<file path="src/rtl/physeq_pkg.sv">
package physeq_pkg;

  typedef enum logic [1:0] {
    OP_CAP_ADDR    = 2'd0,
    OP_WRITE       = 2'd1,
    OP_READ        = 2'd2,
    OP_WRITE_NOACK = 2'd3
  } hs_op_e;

  typedef enum logic [3:0] {
    S_IDLE,
    S_CLK_WAIT,
    S_RST_ADDR,
    S_RST_ADDR_WT,
    S_RST_WR,
    S_POLL_DLY,
    S_POLL_ADDR,
    S_POLL_ADDR_WT,
    S_POLL_RD,
    S_POLL_RD_WT
  } seq_state_e;

  localparam logic [15:0] CLKRST_ADDR    = 16'h7F3F;
  localparam logic [15:0] RST_VALUE      = 16'h0001;
  localparam logic [15:0] LANE_STAT_ADDR = 16'h2003;
  localparam int          LOCK_BIT       = 1;

endpackage

</file>
<file path="src/rtl/physeq_rst_sync.sv">
module physeq_rst_sync (
  input  logic clk,
  input  logic rst_n_in,
  output logic rst_n_out
);
  logic meta_q;
  logic sync_q;

  always_ff @(posedge clk or negedge rst_n_in) begin
    if (!rst_n_in) begin
      meta_q <= 1'b0;
      sync_q <= 1'b0;
    end else begin
      meta_q <= 1'b1;
      sync_q <= meta_q;
    end
  end

  assign rst_n_out = sync_q;
endmodule

</file>
<file path="src/rtl/physeq_delay.sv">
module physeq_delay #(
  parameter int DELAY_CYC = 15000
) (
  input  logic clk,
  input  logic rst_n,
  input  logic load,
  output logic expired
);
  localparam int CW = $clog2(DELAY_CYC + 1);
  localparam logic [CW-1:0] LOAD_VAL = CW'(DELAY_CYC);

  logic [CW-1:0] cnt_q;
  logic [CW-1:0] cnt_d;
  logic          cnt_en;

  always_comb begin
    cnt_en = load || (cnt_q != '0);
    cnt_d  = load ? LOAD_VAL : cnt_q - 1'b1;
  end

  always_ff @(posedge clk or negedge rst_n) begin
    if (!rst_n)      cnt_q <= '0;
    else if (cnt_en) cnt_q <= cnt_d;
  end

  assign expired = (cnt_q == '0);

  AST_TMR_RELOAD: assert property (@(posedge clk) disable iff (!rst_n)
    load |=> !expired);
  AST_TMR_STAYS_EXPIRED: assert property (@(posedge clk) disable iff (!rst_n)
    (expired && !load) |=> expired);
endmodule

</file>
<file path="src/rtl/physeq_poll_cnt.sv">
module physeq_poll_cnt #(
  parameter int MAX_POLLS = 10
) (
  input  logic clk,
  input  logic rst_n,
  input  logic clr,
  input  logic inc,
  output logic last
);
  localparam int PW = $clog2(MAX_POLLS + 1);
  localparam logic [PW-1:0] LAST_VAL = PW'(MAX_POLLS - 1);

  logic [PW-1:0] cnt_q;
  logic [PW-1:0] cnt_d;
  logic          cnt_en;

  always_comb begin
    cnt_en = clr || inc;
    cnt_d  = clr ? '0 : cnt_q + 1'b1;
  end

  always_ff @(posedge clk or negedge rst_n) begin
    if (!rst_n)      cnt_q <= '0;
    else if (cnt_en) cnt_q <= cnt_d;
  end

  assign last = (cnt_q == LAST_VAL);

  AST_POLL_BOUND: assert property (@(posedge clk) disable iff (!rst_n)
    cnt_q <= LAST_VAL);
  AST_NO_INC_AT_LAST: assert property (@(posedge clk) disable iff (!rst_n)
    last && !clr |-> !inc);
endmodule

</file>
<file path="src/rtl/physeq_ctrl.sv">
module physeq_ctrl
  import physeq_pkg::*;
#(
  parameter int DELAY_CYC = 15000,
  parameter int MAX_POLLS = 10,
  parameter int DW        = 16
) (
  input  logic          clk,
  input  logic          rst_n,
  input  logic          start,
  output logic          busy,
  output logic          done,
  output logic          phy_ready,
  output logic          lock_timeout,
  output logic          hs_fault,
  output logic          mpll_en,
  output logic          hs_req,
  output logic [1:0]    hs_op,
  output logic [DW-1:0] hs_wdata,
  input  logic          hs_accept,
  input  logic          hs_done,
  input  logic          hs_err,
  input  logic [DW-1:0] hs_rdata
);
  logic rst_sync_n;

  seq_state_e st_q, st_d;
  logic tmr_load, tmr_expired;
  logic cnt_clr, cnt_inc, poll_last;
  logic fin_ok, fin_tmo, fin_err, start_acc;
  logic done_q, ready_q, tmo_q, fault_q, mpll_q;
  hs_op_e op_c;
  logic [DW-1:0] wdata_c;
  logic in_wait;

  physeq_rst_sync u_rst (
    .clk      (clk),
    .rst_n_in (rst_n),
    .rst_n_out(rst_sync_n)
  );

  physeq_delay #(.DELAY_CYC(DELAY_CYC)) u_dly (
    .clk    (clk),
    .rst_n  (rst_sync_n),
    .load   (tmr_load),
    .expired(tmr_expired)
  );

  physeq_poll_cnt #(.MAX_POLLS(MAX_POLLS)) u_polls (
    .clk  (clk),
    .rst_n(rst_sync_n),
    .clr  (cnt_clr),
    .inc  (cnt_inc),
    .last (poll_last)
  );

  // next-state logic
  always_comb begin
    st_d      = st_q;
    tmr_load  = 1'b0;
    cnt_clr   = 1'b0;
    cnt_inc   = 1'b0;
    fin_ok    = 1'b0;
    fin_tmo   = 1'b0;
    fin_err   = 1'b0;
    start_acc = 1'b0;
    unique case (st_q)
      S_IDLE: if (start) begin
        start_acc = 1'b1;
        tmr_load  = 1'b1;
        cnt_clr   = 1'b1;
        st_d      = S_CLK_WAIT;
      end
      S_CLK_WAIT: if (tmr_expired) st_d = S_RST_ADDR;
      S_RST_ADDR: if (hs_accept) st_d = S_RST_ADDR_WT;
      S_RST_ADDR_WT: if (hs_done) begin
        if (hs_err) begin
          fin_err = 1'b1;
          st_d    = S_IDLE;
        end else begin
          st_d = S_RST_WR;
        end
      end
      S_RST_WR: if (hs_accept) begin
        tmr_load = 1'b1;
        st_d     = S_POLL_DLY;
      end
      S_POLL_DLY: if (tmr_expired) st_d = S_POLL_ADDR;
      S_POLL_ADDR: if (hs_accept) st_d = S_POLL_ADDR_WT;
      S_POLL_ADDR_WT: if (hs_done) begin
        if (hs_err) begin
          fin_err = 1'b1;
          st_d    = S_IDLE;
        end else begin
          st_d = S_POLL_RD;
        end
      end
      S_POLL_RD: if (hs_accept) st_d = S_POLL_RD_WT;
      S_POLL_RD_WT: if (hs_done) begin
        if (hs_err) begin
          fin_err = 1'b1;
          st_d    = S_IDLE;
        end else if (hs_rdata[LOCK_BIT]) begin
          fin_ok = 1'b1;
          st_d   = S_IDLE;
        end else if (poll_last) begin
          fin_tmo = 1'b1;
          st_d    = S_IDLE;
        end else begin
          cnt_inc  = 1'b1;
          tmr_load = 1'b1;
          st_d     = S_POLL_DLY;
        end
      end
      default: st_d = S_IDLE;
    endcase
  end

  // request decode
  always_comb begin
    hs_req  = 1'b0;
    op_c    = OP_CAP_ADDR;
    wdata_c = '0;
    unique case (st_q)
      S_RST_ADDR: begin
        hs_req  = 1'b1;
        wdata_c = DW'(CLKRST_ADDR);
      end
      S_RST_WR: begin
        hs_req  = 1'b1;
        op_c    = OP_WRITE_NOACK;
        wdata_c = DW'(RST_VALUE);
      end
      S_POLL_ADDR: begin
        hs_req  = 1'b1;
        wdata_c = DW'(LANE_STAT_ADDR);
      end
      S_POLL_RD: begin
        hs_req = 1'b1;
        op_c   = OP_READ;
      end
      default: ;
    endcase
  end

  // registers
  always_ff @(posedge clk or negedge rst_sync_n) begin
    if (!rst_sync_n) begin
      st_q    <= S_IDLE;
      done_q  <= 1'b0;
      ready_q <= 1'b0;
      tmo_q   <= 1'b0;
      fault_q <= 1'b0;
      mpll_q  <= 1'b0;
    end else begin
      st_q   <= st_d;
      done_q <= fin_ok || fin_tmo || fin_err;
      if (start_acc || fin_ok)  ready_q <= fin_ok;
      if (start_acc || fin_tmo) tmo_q   <= fin_tmo;
      if (start_acc || fin_err) fault_q <= fin_err;
      if (start_acc)            mpll_q  <= 1'b1;
    end
  end

  assign busy         = (st_q != S_IDLE);
  assign done         = done_q;
  assign phy_ready    = ready_q;
  assign lock_timeout = tmo_q;
  assign hs_fault     = fault_q;
  assign mpll_en      = mpll_q;
  assign hs_op        = op_c;
  assign hs_wdata     = wdata_c;
  assign in_wait      = (st_q == S_RST_ADDR_WT) || (st_q == S_POLL_ADDR_WT) ||
                        (st_q == S_POLL_RD_WT);

  AST_START_TAKES: assert property (@(posedge clk) disable iff (!rst_sync_n)
    (start && !busy) |=> (busy && mpll_en && !phy_ready && !hs_fault && !lock_timeout));
  AST_MPLL_KEEP: assert property (@(posedge clk) disable iff (!rst_sync_n)
    mpll_en |=> mpll_en);
  AST_REQ_HELD: assert property (@(posedge clk) disable iff (!rst_sync_n)
    (hs_req && !hs_accept) |=> (hs_req && $stable(hs_op) && $stable(hs_wdata)));
  AST_REQ_NEEDS_CLK: assert property (@(posedge clk) disable iff (!rst_sync_n)
    hs_req |-> mpll_en);
  AST_READY_HOLD: assert property (@(posedge clk) disable iff (!rst_sync_n)
    (phy_ready && !start) |=> phy_ready);
  AST_ONE_OUTCOME: assert property (@(posedge clk) disable iff (!rst_sync_n)
    done |-> ($countones({phy_ready, lock_timeout, hs_fault}) == 1));
  AST_ABORT: assert property (@(posedge clk) disable iff (!rst_sync_n)
    (in_wait && hs_done && hs_err) |=> (!busy && done && hs_fault));
endmodule

</file>
<file path="config.mk">
export PLATFORM = sky130hd
export DESIGN_NAME = physeq_ctrl
export DESIGN_NICKNAME = d
export VERILOG_FILES = /design/src/rtl/physeq_pkg.sv /design/src/rtl/physeq_rst_sync.sv /design/src/rtl/physeq_delay.sv /design/src/rtl/physeq_poll_cnt.sv /design/src/rtl/physeq_ctrl.sv
export SDC_FILE = /design/constraint.sdc
export NUM_CORES = 1
export LEC_CHECK = 0
export ABC_AREA = 0
export BUFFER_PORTS_ARGS = -buffer_cell sky130_fd_sc_hd__buf_4
export CAP_MARGIN = 25
export CORE_MARGIN = 2
export CORE_UTILIZATION = 41
export CTS_CLUSTER_SIZE = 28
export DETAILED_ROUTE_END_ITERATION = 8
export GPL_TIMING_DRIVEN = 1
export PLACE_DENSITY = 0.65
export SLEW_MARGIN = 20
export SYNTH_ARGS = -nofsm -noshare
export SYNTH_HDL_FRONTEND = slang
export SYNTH_SLANG_ARGS = --single-unit
</file>
<file path="constraint.sdc">
create_clock -name clk -period 1.6 [get_ports clk]
set_clock_uncertainty 0.05 [all_clocks]
set_input_delay 0 -clock clk [delete_from_list [all_inputs] [get_ports clk]]
set_output_delay 0 -clock clk [all_outputs]
set_load 0.03 [all_outputs]
</file>
# Word level (Yosys, flattened, before mapping)
# Index checks and enable logic that the tools add are counted.
# word_totals
reg_bits	29
input_bits	22
out_inout_bits	25
word_cells	88
# op_classes
addsub	2
n_eq_ne	20
n_mux	42
reduce_logical	14
# ops
cell	n
2-to-1 mux 4 bit	12
case mux 15 bit (3 select lines)	1
case mux 4 bit (10 select lines)	1
2-to-1 mux 1 bit	21
inequality test 2 bit (second input constant)	10
equality test 4 x 3 -> 1 bit (second input constant)	4
zero test 14 bit	1
2-to-1 mux 14 bit	1
nonzero test 14 bit	1
subtractor 14 x 1 -> 14 bit (second input constant)	1
equality test 4 bit (second input constant)	3
2-to-1 mux 3 bit	4
AND reduction 10 bit	1
equality test 4 x 2 -> 1 bit (second input constant)	2
logical OR 1 bit	7
adder 4 x 1 -> 4 bit (second input constant)	1
equality test 4 x 1 -> 1 bit (second input constant)	1
zero test 4 bit	1
case mux 2 bit (2 select lines)	1
nonzero test 4 bit	1
OR reduction 4 bit	1
case mux 1 bit (3 select lines)	1
OR reduction 3 bit	1

# Depth between registers and ports, before layout
# logic_depth
depth_word	8
ltp_mapped	8
ltp_nobuf	7

# Hierarchy
# Synthesis repeated with hierarchy kept, for this count alone.
# hier_totals
hier_cells	184
area_unflattened_um2	1826.8
# by_module_without_submodules
mod	n_inst	cells_per_inst	area_per_inst_um2	seq_area_each_um2
physeq_delay	1	80	803.3	350.3
physeq_ctrl	1	80	748.2	225.2
physeq_poll_cnt	1	21	221.5	100.1
physeq_rst_sync	1	3	53.8	50.0

# Worst setup path after synthesis
# OpenSTA, ideal clock, no wires.
# synth_path
kind	reg-to-output
from	reg st_q[0]
to	out hs_wdata[10]
t_arrival_ns	2.106
t_required_ns	1.550
setup_slack_ns	-0.556
path_stages_with_launch	4
path_buffers	2
path_cell_list	dfrtp_1 > clkbuf_1 > nor3_1 > buf_4
# synth_between
elab_chain_len	2
word_cells_on_any_way	4
cone_classes	3 x eq/ne; 1 x mux
# synth_rtl
item	line_no	text
start, declared	physeq_ctrl.sv:27	seq_state_e st_q, st_d;
start signal, assigned	physeq_ctrl.sv:156	st_q <= st_d;
equality test 4 x 3 -> 1 bit / equality test 4 x 2 -> 1 bit (equally long branches)	physeq_ctrl.sv:124	unique case (st_q)
case mux 15 bit (3 select lines) (*)	physeq_ctrl.sv:124	
end, declared	physeq_ctrl.sv:19	output logic [DW-1:0] hs_wdata,
# Every way passes the cells marked *; elsewhere a longest branch is shown, timed or not.

# Worst setup path in the final report
# layout_path
from	reg u_dly.cnt_q[0]
to	reg u_dly.cnt_q[3]
# layout_between
elab_chain_len	2
word_cells_on_any_way	4
cone_classes	1 x add/sub; 1 x mux; 2 x reduce/logical
# layout_rtl
item	line_no	text
start, declared	physeq_delay.sv:12	logic [CW-1:0] cnt_q;
start signal, assigned	physeq_delay.sv:23	else if (cnt_en) cnt_q <= cnt_d;
subtractor 14 x 1 -> 14 bit / nonzero test 14 bit (equally long branches)	physeq_delay.sv:18, physeq_delay.sv:17	
2-to-1 mux 14 bit / logical OR 1 bit (equally long branches)	physeq_delay.sv:18, physeq_delay.sv:17	
# Several ways; a longest one is shown, not always the timed one.
# A chain may end at the register's enable or synchronous reset.

==> flow_metrics.tcl <==
set metrics [dict create \
    status "complete, but fails checks" \
    violations "negative setup slack" \
    rows 23 \
    rsz0062_at_grt "yes" \
    async_flop_share_pct 100 \
    nets 282 \
    hp-class "input pin to register" \
    worst_setup_path_end_kind "register" \
    wl_per_cell_um 14.4 \
    hold_viol_final 0 \
    yosys_warnings 0 \
    startpoint_type "register" \
    rr_worst_depth 7 \
    grt_first_pass_wirelength_mm 6.81 \
    combPwrFrac_pct 49.2 \
    power_frac_seq_pct 32.4 \
    worst_slack_ps -120 \
    die_w_um 67.6 \
    die_area_um2 4570 \
    critical_path.max_stage_delay_ps 380 \
    top_layer "met4" \
    antenna_found_initial 0 \
    final_area_um2 2650 \
    netlist.top_cell.by_area "dfrtp_1" \
    cts_tree "done" \
    numCtsBuffers 5 \
    port_buffers 28 \
    dp_hpwl_mm 2.80 \
    path_depth 7 \
    clock-root-buffer "clkbuf_8" \
    syn_area_um2 1660 \
    hold_path_depth 3 \
    hold_ws_ps 24.3 \
    start_util_pct 42.1 \
    required_ps 1700 \
    layout.cells.non_filler 306 \
    layout-drive-gt1-share_pct 48.4 \
    pin_count 47 \
    synth_cell_types 46 \
    syn_to_final_growth_pct 59.5 \
    layout_common_cells "buf_4 (57), dfrtp_1 (27), nand2_1 (19)" \
    crit_fanout 4 \
    crit_path_cell_trace "inv_2 -> ha_4 -> nor2b_4 -> and2_4 -> and2_4 -> o31a_1 -> a311o_1" \
    path_clk_slew_ps 60 \
    detail-route-antenna-nets 0 \
    dpl_cell_area_um2 2160 \
    irDropWorstVdd_uv 705 \
    synth_cells 185 \
    wl_met1_mm 1.96 \
    layout_commonest_cell "buf_4" \
    vias_per_cell 5.15 \
    slew_viol_final 0 \
    p_sw_mw 1.30 \
    tns_ps -388 \
    path_delay_family "compound AO/OA/AOI/OAI gates" \
    utilization_pct 67.1 \
    slowest_stage "dfrtp_1" \
    dp.cells 287 \
    cap_violations 0 \
    arrival_ps 1820 \
    fmax_ghz 0.582 \
    chipHeight_um 67.6 \
    p_per_area_nw_per_um2 1250 \
    period_share_pct 107 \
    crit_type "register to register" \
    cts.sinks 29 \
    power.share.clock_pct 18.3 \
    fill_cells 302 \
    pre_cts_ws_ps -170 \
    routabilityCongestion 0.905 \
    grt_overflow_total 0 \
    clk_latency_ps 280 \
    power.leakage_nw 1.20 \
    remaining_drc_errors 0 \
    synth_seq_cells 29 \
    setup_viol 10 \
    drtIter0Drc 73 \
    cts_buffer_depth 2 \
    synth_edf_count 0 \
    synth.yosys.seq_area_share_pct 43.7 \
    totalWireLength_mm 4.40 \
    cp_common_cell "and2_4" \
    switching_share_pct 39.1 \
    post-route-min-period_ps 1720 \
    finalPower_mw 3.32 \
    synthTopCellsByArea "dfrtp_1 (44%), buf_4 (6.3%), nand2_1 (5.0%)" \
    grt_max_degree 20 \
    grt_pass1_vias 1440 \
    crit_buf_inv 1 \
    met3_length_um 108 \
    vias 1576 \
    met2_length_mm 2.28 \
    num_antenna_cells 0 \
    core_um2 3940 \
    synth_top_area_share_pct 43.7 \
    p_int_mw 2.02 \
    grt_util_all_layers_pct 20.2 \
    dr.pass1.iters 4 \
    synth.avg_cell_area_um2 8.97 \
    ys.flop_type "dfrtp_1" \
    htreeDepth 2 \
]
[cell families after synthesis]
family | count (synthesis) | synth area share [%]
simple gates | 83 | 25.3
mux | 3 | 1.89
other cells | 2 | 0.453
buf+inv | 28 | 10.0
fa+ha+maj | 5 | 3.62
flops | 29 | 43.7
compound gates | 28 | 11.3
xor+xnor | 7 | 3.70
[path summary, 6_finish.rpt]
| kind | from | to | slack (ps) |
|---|---|---|---|
| max | u_dly.cnt_q[0] | u_dly.cnt_q[3] | -120 |
| min | hs_err | st_q[0] | 20 |
| max in group asynchronous | rst_n | u_rst.rst_n_out | 840 |
| max reg2reg | u_dly.cnt_q[0] | u_dly.cnt_q[3] | -120 |
| min reg2reg | u_rst.rst_n_out | u_polls.cnt_q[0] | 110 |
| min in group asynchronous | u_rst.rst_n_out | u_polls.cnt_q[0] | 110 |
[cells in the mapped netlist (all sizes together) (2+ instances only)]
library cell,count
dfrtp,29
nand3,12
buf,16
and2,5
nand2,22
inv,10
mux2i,2
or3,4
nor4,4
o21ai,7
a21oi,6
ha,4
nor2,15
and3,3
xnor2,6
a31oi,3
conb,2
o41ai,2
clkbuf,2
nor3,11
[worst register-to-register path: cells and delay by family, from the launching register on]
family	cells	cell delay (ps)
buffers and inverters	1	70
adder cells (fa/ha/maj)	1	150
AND/OR/NAND/NOR	3	440
flip-flops	1	380
AO/OA/AOI/OAI	2	500
[routing by layer]
metal | vias up | GRT usage (%)
met3 | 5 | 4.00
li1 | 774 | -
met1 | 775 | 26.2
met4 | 0 | 8.42
met5 | - | 0
met2 | 22 | 32.7
[timing repair]
item / in CTS / in global routing
setup endpoints to repair: 34 / 36
hold endpoints to repair: 5 / 0
hold buffers: 4 / 0
pin swaps: 2 / 15
buffers inserted: 1 / 6
resized for setup: 23 / 47
cloned: 1 / 0
[flip-flops by register name (all words and copies together), names as in the netlist]
name and cells:
phy_ready 1, st_q 4, u_polls.cnt_q 4, u_dly.cnt_q 14
u_rst.rst_n_out 1, u_rst.meta_q 1, done 1, hs_fault 1
lock_timeout 1, mpll_en 1
[power groups by stage]
stage	combinational [mW]	clock, mW	sequential [mW]
detailed placement	1.38	0	1.05
global placement	1.36	0	1.04
floorplan	0.739	0	1.09
finish	1.63	0.608	1.08
CTS	1.46	0.614	1.04
global route	1.79	0.651	1.09
[layout make-up]
type | instances | area, um2 | area share, %
Timing Repair Buffer | 80 | 691 | 26.1
Inverter | 10 | 42.5 | 1.61
Tap cell | 50 | 62.6 | 2.36
Multi-Input combinational cell | 130 | 1040 | 39.1
Sequential cell | 29 | 728 | 27.5
Clock buffer | 7 | 86.3 | 3.26
Note: power is estimated with default switching activity, not from simulation.
